**config.mk**
```make
export PLATFORM = sky130hd
export DESIGN_NAME = pinbank_ctrl
export DESIGN_NICKNAME = d
export VERILOG_FILES = /design/src/rtl/pinbank_pkg.sv /design/src/rtl/pinbank_decode.sv /design/src/rtl/pinbank_sync.sv /design/src/rtl/pinbank_cell.sv /design/src/rtl/pinbank_ctrl.sv
export SDC_FILE = /design/constraint.sdc
export NUM_CORES = 1
export LEC_CHECK = 0
export BUFFER_PORTS_ARGS = -buffer_cell sky130_fd_sc_hd__buf_2
export CAP_MARGIN = 20
export CORE_UTILIZATION = 60
export DETAILED_ROUTE_END_ITERATION = 8
export GPL_ROUTABILITY_DRIVEN = 0
export PLACE_DENSITY = 0.91
export SYNTH_ARGS = -nofsm -noshare
export SYNTH_HDL_FRONTEND = slang
export SYNTH_SLANG_ARGS = --single-unit
```
**constraint.sdc**
```tcl
create_clock -name clk -period 4.8 [get_ports clk]
set_input_delay 0.48 -clock clk [delete_from_list [all_inputs] [get_ports clk]]
set_output_delay 0.48 -clock clk [all_outputs]
set_load 0.03 [all_outputs]
```
**src/rtl/pinbank_pkg.sv**
```systemverilog
package pinbank_pkg;

    localparam int unsigned ADDR_W  = 9;
    localparam int unsigned DATA_W  = 8;
    localparam int unsigned NUM_GRP = 5;

    typedef int unsigned grp_tbl_t [NUM_GRP];

    // sparse line map: byte offset of each group's first line and its length
    localparam grp_tbl_t GRP_BASE = '{32'h050, 32'h088, 32'h140, 32'h188, 32'h1c0};
    localparam grp_tbl_t GRP_LEN  = '{32'd4, 32'd16, 32'd6, 32'd2, 32'd4};

    function automatic int unsigned grp_first(int unsigned g);
        int unsigned acc;
        acc = 0;
        for (int unsigned k = 0; k < NUM_GRP; k++) begin
            if (k < g) acc += GRP_LEN[k];
        end
        return acc;
    endfunction

    localparam int unsigned NUM_LINES = grp_first(NUM_GRP);
    localparam int unsigned LINE_W    = $clog2(NUM_LINES);

    // group whose lines are forwarded to the parent interrupt controller
    localparam int unsigned IRQ_GRP   = NUM_GRP - 1;
    localparam int unsigned IRQ_FIRST = grp_first(IRQ_GRP);
    localparam int unsigned IRQ_CNT   = GRP_LEN[IRQ_GRP];

    localparam int unsigned BIT_LVL = 0;
    localparam int unsigned BIT_VAL = 4;
    localparam int unsigned BIT_DIS = 5;

    typedef struct packed {
        logic dis;
        logic val;
    } line_ctl_t;

    localparam line_ctl_t CTL_RESET = '{dis: 1'b1, val: 1'b0};

    typedef struct packed {
        logic              hit;
        logic [LINE_W-1:0] idx;
    } line_sel_t;

    function automatic logic [DATA_W-1:0] pack_reg(logic lvl, line_ctl_t c);
        logic [DATA_W-1:0] r;
        r          = '0;
        r[BIT_LVL] = lvl;
        r[BIT_VAL] = c.val;
        r[BIT_DIS] = c.dis;
        return r;
    endfunction

    function automatic line_ctl_t unpack_reg(logic [DATA_W-1:0] d);
        line_ctl_t c;
        c.dis = d[BIT_DIS];
        c.val = d[BIT_VAL];
        return c;
    endfunction

    // behavioural lookup, used by the checker
    function automatic line_sel_t lookup(logic [ADDR_W-1:0] a);
        line_sel_t   s;
        int unsigned w;
        s = '0;
        w = 32'(a[ADDR_W-1:2]);
        if (a[1:0] == 2'b00) begin
            for (int unsigned g = 0; g < NUM_GRP; g++) begin
                if (w >= GRP_BASE[g] / 4 && w < GRP_BASE[g] / 4 + GRP_LEN[g]) begin
                    s.hit = 1'b1;
                    s.idx = LINE_W'(grp_first(g) + w - GRP_BASE[g] / 4);
                end
            end
        end
        return s;
    endfunction

endpackage

```
**src/rtl/pinbank_decode.sv**
```systemverilog
module pinbank_decode
    import pinbank_pkg::*;
(
    input  logic [ADDR_W-1:0] addr,
    output line_sel_t         sel
);
    localparam int unsigned WORD_W = ADDR_W - 2;

    logic [WORD_W-1:0]  word;
    logic               aligned;
    logic [NUM_GRP-1:0] grp_hit;
    logic [LINE_W-1:0]  grp_idx [NUM_GRP];

    assign word    = addr[ADDR_W-1:2];
    assign aligned = (addr[1:0] == 2'b00);

    for (genvar g = 0; g < NUM_GRP; g++) begin : g_grp
        localparam int unsigned W_LO  = GRP_BASE[g] / 4;
        localparam int unsigned W_TOP = W_LO + GRP_LEN[g] - 1;
        localparam int unsigned FIRST = grp_first(g);

        assign grp_hit[g] = aligned
                          && (word >= WORD_W'(W_LO))
                          && (word <= WORD_W'(W_TOP));
        assign grp_idx[g] = grp_hit[g]
                          ? LINE_W'(word - WORD_W'(W_LO) + WORD_W'(FIRST))
                          : '0;
    end

    // groups are disjoint, so an OR merge is enough
    always_comb begin
        sel.hit = |grp_hit;
        sel.idx = '0;
        for (int g = 0; g < NUM_GRP; g++) begin
            sel.idx = sel.idx | grp_idx[g];
        end
    end

endmodule

```
**src/rtl/pinbank_sync.sv**
```systemverilog
module pinbank_sync #(
    parameter int unsigned WIDTH  = 1,
    parameter int unsigned STAGES = 2
) (
    input  logic             clk,
    input  logic             rst,
    input  logic [WIDTH-1:0] d,
    output logic [WIDTH-1:0] q
);
    logic [WIDTH-1:0] chain [STAGES];

    for (genvar s = 0; s < STAGES; s++) begin : g_stage
        if (s == 0) begin : g_head
            always_ff @(posedge clk) begin
                if (rst) chain[0] <= '0;
                else     chain[0] <= d;
            end
        end else begin : g_tail
            always_ff @(posedge clk) begin
                if (rst) chain[s] <= '0;
                else     chain[s] <= chain[s-1];
            end
        end
    end

    assign q = chain[STAGES-1];

endmodule

```
**src/rtl/pinbank_cell.sv**
```systemverilog
module pinbank_cell
    import pinbank_pkg::*;
(
    input  logic      clk,
    input  logic      rst,
    input  logic      wr_en,
    input  line_ctl_t wr_ctl,
    output line_ctl_t ctl,
    output logic      pad_o,
    output logic      pad_en
);
    always_ff @(posedge clk) begin
        if (rst)        ctl <= CTL_RESET;
        else if (wr_en) ctl <= wr_ctl;
    end

    assign pad_o  = ctl.val;
    assign pad_en = ~ctl.dis;

endmodule

```
**src/rtl/pinbank_ctrl.sv**
```systemverilog
module pinbank_ctrl
    import pinbank_pkg::*;
#(
    parameter int unsigned SYNC_STAGES = 2
) (
    input  logic                 clk,
    input  logic                 rst,
    input  logic [ADDR_W-1:0]    bus_addr,
    input  logic                 bus_we,
    input  logic [DATA_W-1:0]    bus_wdata,
    output logic [DATA_W-1:0]    bus_rdata,
    input  logic [NUM_LINES-1:0] pad_in,
    output logic [NUM_LINES-1:0] pad_out,
    output logic [NUM_LINES-1:0] pad_oe,
    output logic [IRQ_CNT-1:0]   irq_lvl
);
    line_sel_t             sel;
    line_ctl_t             wr_ctl;
    line_ctl_t             ctl [NUM_LINES];
    logic [NUM_LINES-1:0]  lvl;
    logic [DATA_W-1:0]     rd_next;

    pinbank_decode u_decode (
        .addr (bus_addr),
        .sel  (sel)
    );

    pinbank_sync #(
        .WIDTH  (NUM_LINES),
        .STAGES (SYNC_STAGES)
    ) u_sync (
        .clk (clk),
        .rst (rst),
        .d   (pad_in),
        .q   (lvl)
    );

    assign wr_ctl = unpack_reg(bus_wdata);

    for (genvar i = 0; i < NUM_LINES; i++) begin : g_line
        logic sel_me;
        assign sel_me = bus_we && sel.hit && (sel.idx == LINE_W'(i));

        pinbank_cell u_cell (
            .clk    (clk),
            .rst    (rst),
            .wr_en  (sel_me),
            .wr_ctl (wr_ctl),
            .ctl    (ctl[i]),
            .pad_o  (pad_out[i]),
            .pad_en (pad_oe[i])
        );
    end

    always_comb begin
        rd_next = '0;
        if (sel.hit) rd_next = pack_reg(lvl[sel.idx], ctl[sel.idx]);
    end

    always_ff @(posedge clk) begin
        if (rst) bus_rdata <= '0;
        else     bus_rdata <= rd_next;
    end

    assign irq_lvl = lvl[IRQ_FIRST +: IRQ_CNT];

endmodule

```
==> flow_metrics.tcl, run 1 <==
set metrics [dict create \
    num_vias 5471 \
    syn_inst 739 \
    dp_cells 885 \
    worstRegToRegCells 5 \
    yosysWarnings 0 \
    min_path_type "primary input to flop" \
    rsz0062_at_grt "false" \
    synth_edf_count 0 \
    finalHoldViolCount 0 \
    synth_top_area_share_pct 39.7 \
    period_share_pct 72.4 \
    slowest_delay_ns 0.60 \
    cts.root.buffer_cell "clkbuf_8" \
    floorplan.die.height_um 107 \
    cp_max_fo 29 \
    overflow 0 \
    dr.pass1.iters 6 \
    tns_ns 0 \
    hold_path_end "u_sync.chain[0][31]" \
    r2r_slack_ns 3.41 \
    slew_headroom_pct 37.7 \
    cts_resized 0 \
    synthesis.area_sq_um 6600 \
    crit_path_start_kind "primary input" \
    crit_family "simple AND/OR/NAND/NOR gates" \
    status "complete, no violations" \
    fmax_mhz 288 \
    core_sq_um 10500 \
    h-tree-depth 4 \
    crit_slowest_cell "nor3_1" \
    cts_buffers 17 \
    drive_gt1_share_pct 23.9 \
    cts_tree "yes" \
    first_iter_violations 467 \
    cts.path.max_buffers 2 \
    path_cells "buf_2 > inv_1 > ha_1 > nor2b_1 > o2111ai_1 > or2_1 > a31oi_2 > buf_4 > nand3_1 > nor3_1 > mux2i_1 > nor2_1" \
    area_delta_synth_final_pct 10.7 \
    drc_errors 0 \
    period_needed_ns 3.47 \
    clock_sinks 131 \
    grtUsageTotal_pct 28.9 \
    hp-start "pad_in[31]" \
    grt_max_degree 97 \
    wire_per_inst_um 17.5 \
    setup_viol 0 \
    instances_no_fill 918 \
    antennaDiodeCount 0 \
    die_x_um 107 \
    initial_core_util_pct 62.8 \
    io_pins 128 \
    leakage_nw 3.51 \
    crit_arrival_ns 3.84 \
    antenna_found_initial 0 \
    ys_seq_elements 131 \
    crit_path_end_kind "flop" \
    synthTopCellsByArea "dfxtp_1 40%, buf_4 8.5%, mux2i_1 6.4%" \
    synth_area_leader_cell "dfxtp_1" \
    clk-insertion-delay-late_ns 0.52 \
    dp_hpwl_mm 10.7 \
    ant_nets 0 \
    utilization_pct 69.5 \
    synth_flop_cell "dfxtp_1" \
    worstSetupPathType "primary input to flop" \
    seq_area_frac_synth_pct 39.7 \
    dieArea_sq_um 11400 \
    rows 37 \
    drv_slew 0 \
    path_clk_slew_ns 0.07 \
    avgSynthCellArea_sq_um 8.93 \
    ctsHoldBuffers 0 \
    drv_cap 0 \
    r2r-start "g_line[31].u_cell.pad_o" \
    grt_first_pass_wirelength_mm 25.5 \
    cts_setup_buffers 0 \
    async_flop_share_pct 0 \
    routed_via_density 5.96 \
    r2r-end "bus_rdata[4]" \
    grt_pass1_vias 5118 \
    ys_types 81 \
    peakVddDrop_uv 389 \
    totalWireLength_mm 16.1 \
    fin_worst_skew_ns 0.00766 \
    io_buffer_count 116 \
    min_path_cells 2 \
    power_density_nw_per_um2 360 \
    tightestPinTransition_ns 0.935 \
    critical_path_required_ns 5.17 \
    nNetsFinal 834 \
    path_buf_inv 3 \
]
per-layer routing:
metal | up-vias | global-route usage (%) | routed length, um
li1 | 2544 | - | -
met1 | 2531 | 35.3 | 6300
met5 | - | 0 | 0
met4 | 0 | 15.1 | 514
met3 | 52 | 7.29 | 1580
met2 | 344 | 47.0 | 7700
worst reg2reg max path: stages, from the launching register on:
cell and delay, ns:
dfxtp_1 0.32, and2_1 0.14, a211oi_1 0.27, a311oi_1 0.09
nor4_1 0.34, a211oi_1 0.08
per-stage QoR:
stage          setup WS, ns  area, sq um  total power, mW  hold slack [ns]
6_report               1.33         7310             2.63            0.159
5_1_grt                1.14         7310             2.72            0.145
4_1_cts                1.47         7280             2.64            0.140
3_5_place_dp          0.940         6680             1.36            0.426
3_3_place_gp           1.11         6680             1.35            0.418
2_1_floorplan          1.83         6610             1.31            0.414
cell type report:
class                      instances  area, sq um
inverter                          42          158
sequential                       131         2620
clock inverter                    15          185
timing repair buffer             124          661
tap                              136          170
fill                             752         3200
clock buffer                      17          414
multi-input combinational        453         3100
power by group:
group          internal (mW)  switching (mW)  total (mW)  leakage [nW]
Sequential              1.11         0.00871        1.12          1.07
Combinational         0.0777           0.148       0.225          2.14
Clock                  0.725           0.557        1.28         0.296
state kept, by name, summed over array words and instances, names as in the netlist:
signal	count
bus_rdata	3
g_line.u_cell.ctl	32
g_line.u_cell.pad_o	32
u_sync.chain	64
worst max-delay path by stage:
stage	start	endpoint	slack [ns]	cells after the start
floorplan	bus_addr[5]	g_line[26].u_cell.pad_o	1.83	11
global placement	bus_addr[4]	bus_rdata[0]	1.11	12
detailed placement	bus_addr[4]	bus_rdata[0]	0.94	12
CTS	bus_addr[4]	bus_rdata[0]	1.47	12
global route	bus_addr[4]	g_line[15].u_cell.pad_o	1.14	12
finish	bus_addr[4]	g_line[11].u_cell.pad_o	1.33	12
cell families after synthesis:
logic type               count (synthesis)  share of synthesized area (%)
AND/OR/NAND/NOR                        248                           20.0
buffers and inverters                  159                           13.7
AO/OA/AOI/OAI                          142                           17.1
flip-flops                             131                           39.7
multiplexers                            43                           6.58
adder cells (fa/ha/maj)                 13                           2.46
XOR/XNOR                                 2                          0.266
other                                    1                         0.0568
cells in the final DEF (no fill, tap or decap), drive strengths merged, types with 8 or more instances in the layout:
master  Yosys  layout
nor4        8       8
o21ai       8       8
a21oi      22      22
and2       11      11
nand2      73      73
o211ai     38      38
buf        88     124
mux2i      43      43
dfxtp     131     131
a211oi     17      17
nor2       39      39
nand3       8       8
inv        41      50
a221oi      8       8
ha         13      13
clkbuf     29      17
nor3       15      15
nor2b      67      67
Yosys cell counts, types with 6 or more instances:
cell	number
a31oi_1	6
o211ai_1	38
a21oi_1	21
nand2_1	73
nor3_1	12
buf_2	9
dfxtp_1	131
buf_4	75
clkbuf_1	28
a221oi_1	6
o21ai_0	6
nand3_1	8
mux2i_1	42
nor2b_1	67
a211oi_1	15
inv_1	40
ha_1	13
nor2_1	39
and2_1	10
Note: power is estimated with default switching activity, not from simulation.
==> run 2: changes to the inputs <==
CORE_UTILIZATION = 56   (was 60)
PLACE_DENSITY = 0.86   (was 0.91)
clock period = 3.45 ns   (was 4.8 ns; I/O delays follow)
==> run 2 against run 1 <==
  * Design area increased by 3.7%
  * Highest routed layer unchanged
  * Worst hold slack got worse by 0.033 ns
  * First-iteration DRC count increased by 9.9%
  * Register-to-register slack got worse by 1.3 ns
  * Combinational power increased by 46%
  * Sequential power increased by 39%
  * Critical path type unchanged
  * Cell count increased by 3.5%
==> flow_metrics.tcl, run 2 (synthesis results as in run 1) <==
set metrics [dict create \
    status "complete, no violations" \
    setup_slack_ns 0.435 \
    finalHoldViolCount 0 \
    ant_nets 0 \
    path_clk_slew_ns 0.06 \
    clock_sinks 131 \
    core_sq_um 11500 \
    antenna_found_initial 0 \
    worstSetupPathType "primary input to flop" \
    grt_pass1_vias 5084 \
    worstRegToRegCells 5 \
    hold_path_end "u_sync.chain[0][30]" \
    drv_cap 0 \
    totalWireLength_mm 16.6 \
    period_needed_ns 3.01 \
    top_register "u_sync.chain" \
    pwr-share-clk_pct 51.1 \
    slew_headroom_pct 40.7 \
    rows 39 \
    setup_viol 0 \
    swShare_pct 24.5 \
    cts.path.max_buffers 2 \
    tns_ns 0 \
    dp_hpwl_mm 10.8 \
    crit_path_end_kind "flop" \
    area_delta_synth_final_pct 14.8 \
    power_density_nw_per_um2 511 \
    grt_first_pass_wirelength_mm 26.2 \
    power.internal_mw 2.92 \
    drv_slew 0 \
    io_buffer_count 116 \
    grtUsageTotal_pct 27.1 \
    seqCellArea_sq_um 2620 \
    rsz0062_at_grt "false" \
    fin_worst_skew_ns 0.0124 \
    antennaDiodeCount 0 \
    n_fill_cell 890 \
    cts_setup_buffers 0 \
    clk-insertion-delay-late_ns 0.42 \
    dieArea_sq_um 12200 \
    die_x_um 111 \
    fmax_mhz 332 \
    initial_core_util_pct 57.5 \
    leakage_nw 3.66 \
    min_path_type "primary input to flop" \
    r2r_slack_ns 2.09 \
    dp_cells 918 \
    r2r-end "bus_rdata[4]" \
    num_vias 5500 \
    crit_path_start_kind "primary input" \
    floorplan.die.height_um 111 \
    dr.pass1.iters 7 \
    nNetsFinal 859 \
    most-common-layout-cells "131 x dfxtp_1, 116 x buf_2, 73 x nand2_1, 67 x nor2b_1, 42 x mux2i_1" \
    switchingPower_uw 949 \
    first_iter_violations 513 \
    routed_via_density 5.79 \
    crit_arrival_ns 3.36 \
    cts_resized 0 \
    drc_errors 0 \
    combPwrFrac_pct 8.5 \
    multi_input_area_sq_um 3100 \
    place_ws_ns 0.146 \
    hp-start "pad_in[30]" \
    cts_tree "yes" \
    ctsHoldBuffers 0 \
    instances_no_fill 950 \
    cp_max_fo 8 \
    critical_path_required_ns 3.80 \
    wire_per_inst_um 17.4 \
    grt_max_degree 97 \
    cts_buffers 17 \
    h-tree-depth 4 \
    drive_gt1_share_pct 26.3 \
    period_share_pct 87.4 \
    r2r-start "g_line[31].u_cell.pad_o" \
    seq_power_share_pct 40.4 \
    tightestPinTransition_ns 0.889 \
    utilization_pct 66.0 \
    largest_reg_flops 64 \
    peakVddDrop_uv 481 \
    cts.root.buffer_cell "clkbuf_16" \
    io_pins 128 \
    min_path_cells 2 \
    mostFrequentLayoutCell "dfxtp_1" \
    overflow 0 \
]
==> run 2: cell count changes in the layout (fill, tap and decap cells not counted), moves of 2 or more <==
cell | previous run | this run
buf_12 | 0 | 3
buf_4 | 7 | 30
clkinv_4 | 3 | 1
bufinv_16 | 1 | 4
inv_6 | 2 | 7
inv_8 | 7 | 0
==> run 2: through the flow <==
stage / cell area (sq um) / hold WS (ns) / power (mW)
floorplan: 6610 / 0.414 / 1.82
global placement: 6920 / 0.418 / 1.90
detailed placement: 6920 / 0.420 / 1.91
CTS: 7570 / 0.128 / 3.87
global route: 7570 / 0.136 / 3.98
finish: 7570 / 0.126 / 3.87
==> run 2: power by group through the flow <==
stage	Sequential (mW)	Clock (mW)	Combinational [mW]
floorplan	1.59	0	0.224
global placement	1.59	0	0.311
detailed placement	1.59	0	0.317
CTS	1.56	1.98	0.322
global route	1.57	2.06	0.353
finish	1.56	1.98	0.328
==> run 2: layer usage <==
metal / up-vias / GRT usage (%) / share of wire (%)
met4: 0 / 12.3 / 3.6
met5: - / 0 / 0
met3: 52 / 6.59 / 8.6
met1: 2541 / 32.7 / 40
met2: 322 / 45.6 / 48
li1: 2585 / - / -
==> run 2: how the worst max path moves through the flow <==
stage	start	endpoint	slack, ns	cells past startpoint
global route	bus_addr[5]	bus_rdata[5]	0.30	12
finish	bus_addr[5]	bus_rdata[5]	0.44	12
detailed placement	bus_addr[5]	g_line[11].u_cell.pad_o	0.15	12
global placement	bus_addr[5]	g_line[11].u_cell.pad_o	0.18	12
CTS	bus_addr[5]	bus_rdata[5]	0.55	12
floorplan	bus_addr[5]	g_line[26].u_cell.pad_o	0.61	11
==> run 2: layout make-up <==
type	count	area share, %
clock buffer	18	5.80
clock inverter	14	2.83
inverter	42	2.08
multi-input combinational	453	40.9
sequential	131	34.6
tap	143	2.36
timing repair buffer	149	11.4
==> run 2: critical path, stage by stage <==
cell,delay [ns]
buf_2,0.13
inv_1,0.23
ha_1,0.37
nor2_1,0.12
nor3_1,0.29
o22ai_1,0.22
mux2i_2,0.33
nand4_1,0.34
buf_4,0.30
a221o_1,0.29
a41o_1,0.27
a31oi_1,0.14
